--- src/rtl/t0x_pkg.sv ---
// Shared types and constants for the T=0 transport controller.
// Assumes a five-byte command header and one NULL code.
package t0x_pkg;
    typedef enum logic [2:0] {
        ST_CLA = 3'd0,
        ST_INS = 3'd1,
        ST_P1  = 3'd2,
        ST_P2  = 3'd3,
        ST_P3  = 3'd4,
        ST_PB  = 3'd5,
        ST_RX  = 3'd6,
        ST_TX  = 3'd7
    } t0x_state_e;

    localparam int unsigned HDR_N   = 5;
    localparam logic [7:0]  NULL_PB = 8'h60;
endpackage

--- src/rtl/t0x_hdr_capture.sv ---
// Stores the command header one byte per slot, indexed by the controller
// state, and raises a one-cycle strobe when the last slot is written.
// Assumes cap_idx stays below HDR_N whenever cap_en is high.
module t0x_hdr_capture #(
    parameter int unsigned HDR_N = 5,
    localparam int unsigned IDX_W = $clog2(HDR_N)
) (
    input  logic                 clk,
    input  logic                 rst_n,
    input  logic                 cap_en,
    input  logic [IDX_W-1:0]     cap_idx,
    input  logic [7:0]           cap_byte,
    output logic [8*HDR_N-1:0]   hdr_bytes,
    output logic [7:0]           last_byte,
    output logic                 hdr_valid
);
    logic [7:0] slot_q [HDR_N];

    for (genvar i = 0; i < HDR_N; i++) begin : g_slot
        // Load one header slot when its index is selected.
        always_ff @(posedge clk) begin
            if (!rst_n)
                slot_q[i] <= 8'h00;
            else if (cap_en && cap_idx == IDX_W'(i))
                slot_q[i] <= cap_byte;
        end
        assign hdr_bytes[8*(HDR_N-i)-1 -: 8] = slot_q[i];
    end

    assign last_byte = slot_q[HDR_N-1];

    // Pulse once the final header slot has been written.
    always_ff @(posedge clk) begin
        if (!rst_n)
            hdr_valid <= 1'b0;
        else
            hdr_valid <= cap_en && cap_idx == IDX_W'(HDR_N-1);
    end
endmodule

--- src/rtl/t0x_wait_timer.sv ---
// Counts ETU ticks since the last restart and flags half the waiting time.
// Held at zero while not running; restart wins over a tick.
// Assumes wt_etu is stable while the timer runs.
module t0x_wait_timer #(
    parameter int unsigned WT_W = 18
) (
    input  logic            clk,
    input  logic            rst_n,
    input  logic            run,
    input  logic            restart,
    input  logic            etu_tick,
    input  logic [WT_W-1:0] wt_etu,
    output logic [WT_W-1:0] cnt,
    output logic            half_hit
);
    logic [WT_W-1:0] half;

    assign half     = wt_etu >> 1;
    assign half_hit = run && (half != '0) && (cnt >= half);

    // Advance on ETU ticks, saturating, cleared when idle or restarted.
    always_ff @(posedge clk) begin
        if (!rst_n || !run || restart)
            cnt <= '0;
        else if (etu_tick && cnt != '1)
            cnt <= cnt + WT_W'(1);
    end
endmodule

--- src/rtl/t0x_rx_counter.sv ---
// Counts data bytes received in the current command and flags the byte
// that reaches the expected length. Assumes limit is at least one.
module t0x_rx_counter #(
    parameter int unsigned LEN_W = 9
) (
    input  logic             clk,
    input  logic             rst_n,
    input  logic             clear,
    input  logic             inc,
    input  logic [LEN_W-1:0] limit,
    output logic             at_last
);
    logic [LEN_W-1:0] cnt_q;

    assign at_last = (cnt_q + LEN_W'(1)) == limit;

    // Clear per command, advance on every forwarded data byte.
    always_ff @(posedge clk) begin
        if (!rst_n || clear)
            cnt_q <= '0;
        else if (inc)
            cnt_q <= cnt_q + LEN_W'(1);
    end
endmodule

--- src/rtl/t0x_xport_ctrl.sv ---
// Card-side T=0 transport controller. Captures the command header, hands
// it to the host, relays host bytes with direction flags, forwards
// received data and sends NULL bytes at half the waiting time.
// Assumes the UART takes every tx_valid byte and rx_valid lasts one cycle.
module t0x_xport_ctrl
    import t0x_pkg::*;
#(
    parameter int unsigned WT_W = 18,
    localparam int unsigned HDR_W = 8 * HDR_N,
    localparam int unsigned LEN_W = 9,
    localparam int unsigned IDX_W = $clog2(HDR_N)
) (
    input  logic             clk,
    input  logic             rst_n,
    input  logic             rx_valid,
    input  logic [7:0]       rx_byte,
    input  logic [WT_W-1:0]  wt_etu,
    input  logic             etu_tick,
    input  logic             host_valid,
    input  logic [7:0]       host_byte,
    input  logic             host_pb_rx,
    input  logic             host_pb_tx,
    input  logic             host_last,
    input  logic             host_final,
    output logic             host_ready,
    output logic             hdr_valid,
    output logic [HDR_W-1:0] hdr_bytes,
    output logic [LEN_W-1:0] hdr_len,
    output logic             data_valid,
    output logic [7:0]       data_byte,
    output logic             data_last,
    output logic             tx_valid,
    output logic [7:0]       tx_byte,
    output logic             rx_en,
    output logic             tx_en,
    output logic             proto_err
);
    t0x_state_e      st_q, st_d;
    logic            in_hdr, cap_en, fwd, null_go, half_hit, rx_last, rx_data;
    logic [7:0]      p3;
    logic [WT_W-1:0] tmr_cnt;

    assign in_hdr     = (st_q == ST_CLA) || (st_q == ST_INS) || (st_q == ST_P1)
                     || (st_q == ST_P2) || (st_q == ST_P3);
    assign rx_en      = in_hdr || (st_q == ST_RX);
    assign tx_en      = (st_q == ST_PB) || (st_q == ST_TX);
    assign host_ready = tx_en || (st_q == ST_CLA);
    assign cap_en     = rx_valid && in_hdr;
    assign fwd        = host_valid && tx_en;
    assign null_go    = half_hit && tx_en && !fwd;
    assign rx_data    = rx_valid && (st_q == ST_RX);
    assign hdr_len    = (p3 == 8'h00) ? LEN_W'(256) : LEN_W'(p3);

    t0x_hdr_capture #(.HDR_N(HDR_N)) u_hdr (
        .clk(clk), .rst_n(rst_n), .cap_en(cap_en),
        .cap_idx(st_q[IDX_W-1:0]), .cap_byte(rx_byte),
        .hdr_bytes(hdr_bytes), .last_byte(p3), .hdr_valid(hdr_valid)
    );

    t0x_wait_timer #(.WT_W(WT_W)) u_tmr (
        .clk(clk), .rst_n(rst_n), .run(st_q != ST_CLA),
        .restart(rx_valid || fwd || null_go), .etu_tick(etu_tick),
        .wt_etu(wt_etu), .cnt(tmr_cnt), .half_hit(half_hit)
    );

    t0x_rx_counter #(.LEN_W(LEN_W)) u_rxc (
        .clk(clk), .rst_n(rst_n), .clear(rx_valid && st_q == ST_P3),
        .inc(rx_data), .limit(LEN_W'(p3)), .at_last(rx_last)
    );

    // Next-state decision for header, procedure, receive and transmit phases.
    always_comb begin
        st_d = st_q;
        unique case (st_q)
            ST_CLA: if (rx_valid) st_d = ST_INS;
            ST_INS: if (rx_valid) st_d = ST_P1;
            ST_P1:  if (rx_valid) st_d = ST_P2;
            ST_P2:  if (rx_valid) st_d = ST_P3;
            ST_P3:  if (rx_valid) st_d = ST_PB;
            ST_RX:  if (rx_valid && rx_last) st_d = ST_TX;
            ST_PB, ST_TX: begin
                if (fwd) begin
                    if (host_pb_rx)
                        st_d = (p3 == 8'h00) ? ST_TX : ST_RX;
                    else if (host_last && host_final)
                        st_d = ST_CLA;
                    else if (st_q == ST_PB && host_pb_tx)
                        st_d = ST_TX;
                end
            end
            default: st_d = ST_CLA;
        endcase
    end

    // State register.
    always_ff @(posedge clk) begin
        if (!rst_n) st_q <= ST_CLA;
        else        st_q <= st_d;
    end

    // Registered transmit, data and error outputs.
    always_ff @(posedge clk) begin
        if (!rst_n) begin
            tx_valid   <= 1'b0;
            tx_byte    <= 8'h00;
            data_valid <= 1'b0;
            data_byte  <= 8'h00;
            data_last  <= 1'b0;
            proto_err  <= 1'b0;
        end else begin
            tx_valid   <= fwd || null_go;
            if (fwd)          tx_byte <= host_byte;
            else if (null_go) tx_byte <= NULL_PB;
            data_valid <= rx_data;
            if (rx_data) begin
                data_byte <= rx_byte;
                data_last <= rx_last;
            end else begin
                data_last <= 1'b0;
            end
            proto_err  <= host_valid && (st_q == ST_CLA);
        end
    end
endmodule

--- config.mk ---
export PLATFORM = sky130hd
export DESIGN_NAME = t0x_xport_ctrl
export DESIGN_NICKNAME = d
export VERILOG_FILES = /design/src/rtl/t0x_pkg.sv /design/src/rtl/t0x_hdr_capture.sv /design/src/rtl/t0x_wait_timer.sv /design/src/rtl/t0x_rx_counter.sv /design/src/rtl/t0x_xport_ctrl.sv
export SDC_FILE = /design/constraint.sdc
export NUM_CORES = 1
export LEC_CHECK = 0
export BUFFER_PORTS_ARGS = -buffer_cell sky130_fd_sc_hd__buf_2
export CORE_MARGIN = 2
export CORE_UTILIZATION = 50
export DETAILED_ROUTE_END_ITERATION = 8
export PLACE_DENSITY = 0.84
export REMOVE_ABC_BUFFERS = 1
export SLEW_MARGIN = 20
export SYNTH_ARGS = -nofsm -noshare
export SYNTH_HDL_FRONTEND = slang
export SYNTH_HIERARCHICAL = 1
export SYNTH_SLANG_ARGS = --single-unit
--- constraint.sdc ---
create_clock -name clk -period 3.2 [get_ports clk]
set_clock_uncertainty 0.1 [all_clocks]
set_input_delay 0.32 -clock clk [delete_from_list [all_inputs] [get_ports clk]]
set_output_delay 0.32 -clock clk [all_outputs]
set_load 0.1 [all_outputs]
* After elaboration in Yosys (flattened, before gate mapping) *
Memory sizes are Yosys's and may differ from the RTL's.
Index checks and enable logic that the tools add are counted.

word-level totals
  bits in registers = 51
  output and inout bits = 73
  memories kept = 1
  word-level logic and storage cells = 114
  RAM bits = 40
  bits of input ports = 43

memory list
  memory        depth  bits a word  read ports  clocked after Yosys merged registers in  write ports  RTL line               RTL
  u_hdr.slot_q  5      8            5           0                                        5            t0x_hdr_capture.sv:17  logic [7:0] slot_q [HDR_N];

cells by class
  add/sub/neg operators = 2
  magnitude comparators = 1
  bitwise gates (word level) = 5
  equal/unequal tests = 17
  reduce and logical (&&, ||, !) cells = 42
  muxes and demuxes = 36

operators by type and width
  kind                     number
  $mux W8                  7
  $mux W3                  10
  $pmux W3 S7              1
  $add A18 B1 Y18 const B  1
  $ge A18 B17 Y1           1
  $logic_and A1 B1 Y1      18
  $ne A18 B18 Y1 const B   1
  $reduce_bool A18 Y1      1
  $mux W1                  17
  $logic_or A1 B1 Y1       13
  $eq A3 B3 Y1 const B     4
  $ne A2 B2 Y1 const B     6
  $add A9 B1 Y9 const B    1
  $eq A9 B8 Y1             1
  $mux W9                  1
  $logic_not A8 Y1         1
  $reduce_and A8 Y1        1
  $eq A3 B2 Y1 const B     2
  $or A1 B1 Y1             5
  $ne A4 B4 Y1 const B     1
  $eq A3 B1 Y1 const B     1
  $logic_not A1 Y1         3
  $logic_not A3 Y1         1
  $reduce_bool A3 Y1       1
  4 further kinds          4

* Logic depth before layout (Yosys ltp) *
  depth in word-level cells = 11
  gate-level depth with buffers = 16
  depth with buffers taken out = 15

* Modules after synthesis *
Netlist, hierarchy kept.

modules (own cells, without submodules)
  module           area an instance (µm²)  times used  seq. area each (µm²)  cells an instance
  t0x_hdr_capture  1,660.3                 1           1,221.2               118
  t0x_wait_timer   1,381.3                 1           360.3                 170
  t0x_xport_ctrl   985.9                   1           460.4                 123
  t0x_rx_counter   625.6                   1           180.2                 73

* Worst setup path after synthesis *
Ideal clock, no wire load.

  path type = reg2out
  from = memory u_hdr.slot_q[4][5]
  to = output port hdr_len[8]
  stages on the path, launching flop included = 4
  arrival time = 2,875 ps
  buffers on the path = 1
  data required time = 2,780 ps
  path slack = -95 ps
  path through = edfxtp_1 > buf_4 > or4_4 > nor2_1

RTL lines
  what             RTL line               RTL
  start, declared  t0x_hdr_capture.sv:17
  end, declared    t0x_xport_ctrl.sv:28   output logic [LEN_W-1:0] hdr_len,

* Worst setup path after layout *
  from = register u_tmr.cnt[9]
  to = register u_tmr.cnt[7]

between the ends
  word-level cells in the longest chain between the ends = 6
  elaborated cells on any way between the ends = 8
  those cells by class = 1 x order compare; 1 x eq/ne; 6 x reduce/logical

ends and longest elaborated chain
  what                              RTL line              RTL
  start, declared                   t0x_wait_timer.sv:13  output logic [WT_W-1:0] cnt,
  start signal, assigned            t0x_wait_timer.sv:26  cnt <= cnt + WT_W'(1);
  $ge A18 B17 Y1                    t0x_wait_timer.sv:19  assign half_hit = run && (half != '0) && (cnt >= half);
  $logic_and A1 B1 Y1               t0x_wait_timer.sv:19
  via half_hit                      t0x_xport_ctrl.sv:39  logic in_hdr, cap_en, fwd, null_go, half_hit, rx_last, rx_data;
  $logic_and A1 B1 Y1 (2 in a row)  t0x_xport_ctrl.sv:50  assign null_go = half_hit && tx_en && !fwd;
  $logic_or A1 B1 Y1                t0x_xport_ctrl.sv:62  .restart(rx_valid || fwd || null_go), .etu_tick(etu_tick),
  $logic_or A1 B1 Y1                t0x_wait_timer.sv:23  if (!rst_n || !run || restart)

The timed path passes the listed nets, and every way through them passes these cells.
A chain may end at the register's enable or synchronous reset.

==> results.yml <==
logic_synthesis:
  synth_top_cell_by_area: "edfxtp_1"
  synth_compound_area_share_pct: 10.2
  ys_seq_area_share_pct: 47.8
  ys.warnings.count: 6
  synth_edf_count: 40
  async_reset_ff_share_pct: 0
  synth_top_family_by_area: "simple AND/OR/NAND/NOR gates"
  synth-main-ff-cell: "dfxtp_1"
  netlist_instances: 484
  synth.area.mux_share_pct: 0.215
  synth-xor-area-share_pct: 5.46
  synth_top_cells_by_count: "nor2_1 (71), dfxtp_1 (51), edfxtp_1 (40)"
  ys_top_cells_by_area: "edfxtp_1 (26%), dfxtp_1 (22%), nor2_1 (5.7%)"
  avgSynthCellArea_um2: 9.61
  synth_simple_gate_area_share_pct: 24.4
  netlist_area_um2: 4650
  synth_most_common_cell: "nor2_1"
  synth.distinct_cells: 68
  synthAdderAreaFrac_pct: 5.11
  synth-seq-cells: 91
  netlist.area_leader.share_pct: 25.8
detailed_routing:
  vias: 3868
  ant_nets: 0
  drt-total-wl_mm: 10.7
  drt-vias-per-instance: 5.57
  drc: 0
  drtIter0Drc: 198
  drtPass1Iterations: 5
  wl_per_cell_um: 15.4
setup_path:
  critPathArrivalTime_ps: 3220
  path_common_cell: "a31oi_1"
  critPathMaxStageDelay_ps: 560
  cp_data_required_time_ps: 3420
  end_kind: "flop"
  cp_num_buf_inv: 1
  cp_slowest_cell: "a2111oi_0"
  crit_path_start_kind: "flop"
  endpoint: "u_tmr/cnt[7]$_SDFFE_PP0P_"
  cp_cell_sequence: "ha_1 > a21oi_1 > o21ai_0 > a2111oi_0 > a31oi_1 > nor2_1 > or2_1 > nand2b_1 > nand3b_1 > inv_1 > nand2_1 > a31oi_1 > a41o_1"
  worstRegToRegCells: 13
  r2r_slack_ps: 200
  r2r-start: "u_tmr/cnt[9]$_SDFFE_PP0P_"
  cp_top_family: "compound AO/OA/AOI/OAI gates"
  path_depth: 13
  crit_path_max_fanout: 8
  startpoint: "u_tmr/cnt[9]$_SDFFE_PP0P_"
  path_class: "reg -> reg"
  r2r-end: "u_tmr/cnt[7]$_SDFFE_PP0P_"
cts:
  path_clk_slew_ps: 100
  cts_setup_buffers: 0
  clockRootBuffer: "clkbuf_8"
  cts_tree: "done"
  holdBufCountCts: 0
  htree_levels: 3
  cts_resized: 0
  clk_path_buf_depth: 2
  worstSkewPairLatency_ps: 370
  cts_inserted_buffers: 9
  cts_sinks: 91
place:
  place.gp.congestion: 0.880
  dpl.hpwl_mm: 8.17
  io_buffers: 114
hold_path:
  holdCritPathClass: "in -> reg"
  min_from: "host_byte[4]"
floorplanning:
  io_pins: 116
  fp.dieH_um: 100
  core-area_um2: 9150
  fp.dieArea_um2: 10100
  rows: 35
  dieWidth_um: 100
  initial_core_util_pct: 50.8
grt:
  grt_remaining_overflow: 0
  grt_first_pass_wirelength_mm: 17.3
  grt_pass1_vias: 3692
  antenna_found_initial: 0
  grt_max_degree: 22
  grt.total_usage_pct: 21.7
timing:
  rsz0062_at_grt: "no"
  fin_setup_tns_ps: 0
  slew_violations: 0
  relSlewSlack_pct: 49.3
  setup_viol: 0
  fin_crit_ps: 3000
  worst-slew-pin-transition_ps: 755
  hold_viol: 0
  fin_crit_sh_pct: 93.8
  max_freq_ghz: 0.333
status:
  status: "completed"
pwr:
  p_leak_nw: 2.35
  finalPower_mw: 2.54
  max-vdd-ir-drop_mv: 0.223
  p_per_area_nw_per_um2: 470
final_layout:
  fin_nets: 641
  drive_above_1_share_pct: 27.7
  antenna_cells: 0
  n_fill_cell: 789
  multiInputGateArea_um2: 2120
  area_growth_pct: 16.1
  regArea_um2: 2220
run:
  cap_viol_max_count: 0
-- worst register-to-register path, stage by stage, from the launching register on --
cell and delay (ps):
dfxtp_1 490, ha_1 310, a21oi_1 130, o21ai_0 120
a2111oi_0 560, a31oi_1 190, nor2_1 160, or2_1 140
nand2b_1 50, nand3b_1 200, inv_1 150, nand2_1 70
a31oi_1 160, a41o_1 110
-- sequential cells by signal, indices dropped and copies added (netlist names) --
signal and cells:
proto_err 1, tx_valid 1, tx_byte 8, u_rxc/cnt_q 9, u_hdr/slot_q 40, data_last 1, data_byte 8, st_q 3
data_valid 1, u_hdr/hdr_valid 1, u_tmr/cnt 18
-- power by group --
group          leakage (nW)  internal (mW)  switching (mW)
logic                  1.41         0.0763           0.365
registers             0.830           1.24          0.0154
clock network         0.110          0.383           0.457
-- layer usage --
layer | up-vias | wire, µm | track usage, %
li1 | 1883 | - | -
met1 | 1816 | 4470 | 27.1
met2 | 149 | 5410 | 36.7
met3 | 20 | 613 | 3.81
met4 | 0 | 240 | 10.4
met5 | - | 0 | 0
-- cell usage in the layout, fill, tap and decap left out, types with 3 or more instances in the layout --
cell | synthesis | final
nand3_1 | 11 | 11
inv_8 | 0 | 3
buf_2 | 7 | 114
nand2b_1 | 8 | 8
edfxtp_1 | 40 | 40
a31oi_1 | 4 | 4
o21ai_0 | 12 | 12
dfxtp_1 | 51 | 51
nand2_1 | 36 | 36
a21oi_1 | 27 | 27
and2_1 | 4 | 4
xor2_1 | 7 | 7
clkbuf_8 | 0 | 9
or3_1 | 8 | 8
nor4_1 | 5 | 5
nand4_2 | 3 | 3
xnor2_1 | 22 | 22
nand4_1 | 8 | 8
inv_1 | 21 | 21
nand4b_1 | 9 | 9
nor2_1 | 71 | 71
a22oi_1 | 6 | 6
nor3_1 | 10 | 10
buf_4 | 10 | 6
inv_2 | 4 | 4
o21ai_1 | 3 | 3
and3_1 | 12 | 12
and4_1 | 3 | 3
ha_1 | 19 | 19
-- how the worst min path moves through the flow --
stage,slack [ps],cells past startpoint,endpoint
floorplan,330,2,proto_err$_SDFF_PN0_
global placement,340,2,data_byte[5]$_SDFFE_PN0P_
detailed placement,350,2,data_byte[1]$_SDFFE_PN0P_
CTS,90,3,tx_byte[7]$_SDFFE_PN0P_
global route,110,3,tx_byte[4]$_SDFFE_PN0P_
finish,90,3,tx_byte[4]$_SDFFE_PN0P_
-- final cells by class --
cell class	count	share of cell area (%)
repair buffers	120	11.4
clock buffers	9	2.29
multi-input cells	332	39.2
inverters	25	1.74
well taps	111	2.57
flip-flops and latches	91	41.1
clock inverters	7	1.67
-- through the flow --
stage	hold WS (ps)	utilization [%]	worst slack [ps]	area [µm²]	instances
2_1_floorplan	334	-	-405	4440	448
3_3_place_gp	341	56.7	388	5190	679
3_5_place_dp	349	56.7	314	5190	679
4_1_cts	86.3	59.0	279	5400	695
5_1_grt	107	59.0	49.3	5400	695
6_report	93.9	59.0	197	5400	695
-- logic make-up after synthesis --
logic type	Yosys count
other	1
AO/OA/AOI/OAI	74
AND/OR/NAND/NOR	208
multiplexers	1
flip-flops	91
buffers and inverters	61
adder cells (fa/ha/maj)	19
XOR/XNOR	29
(Power assumes the default switching activity.)
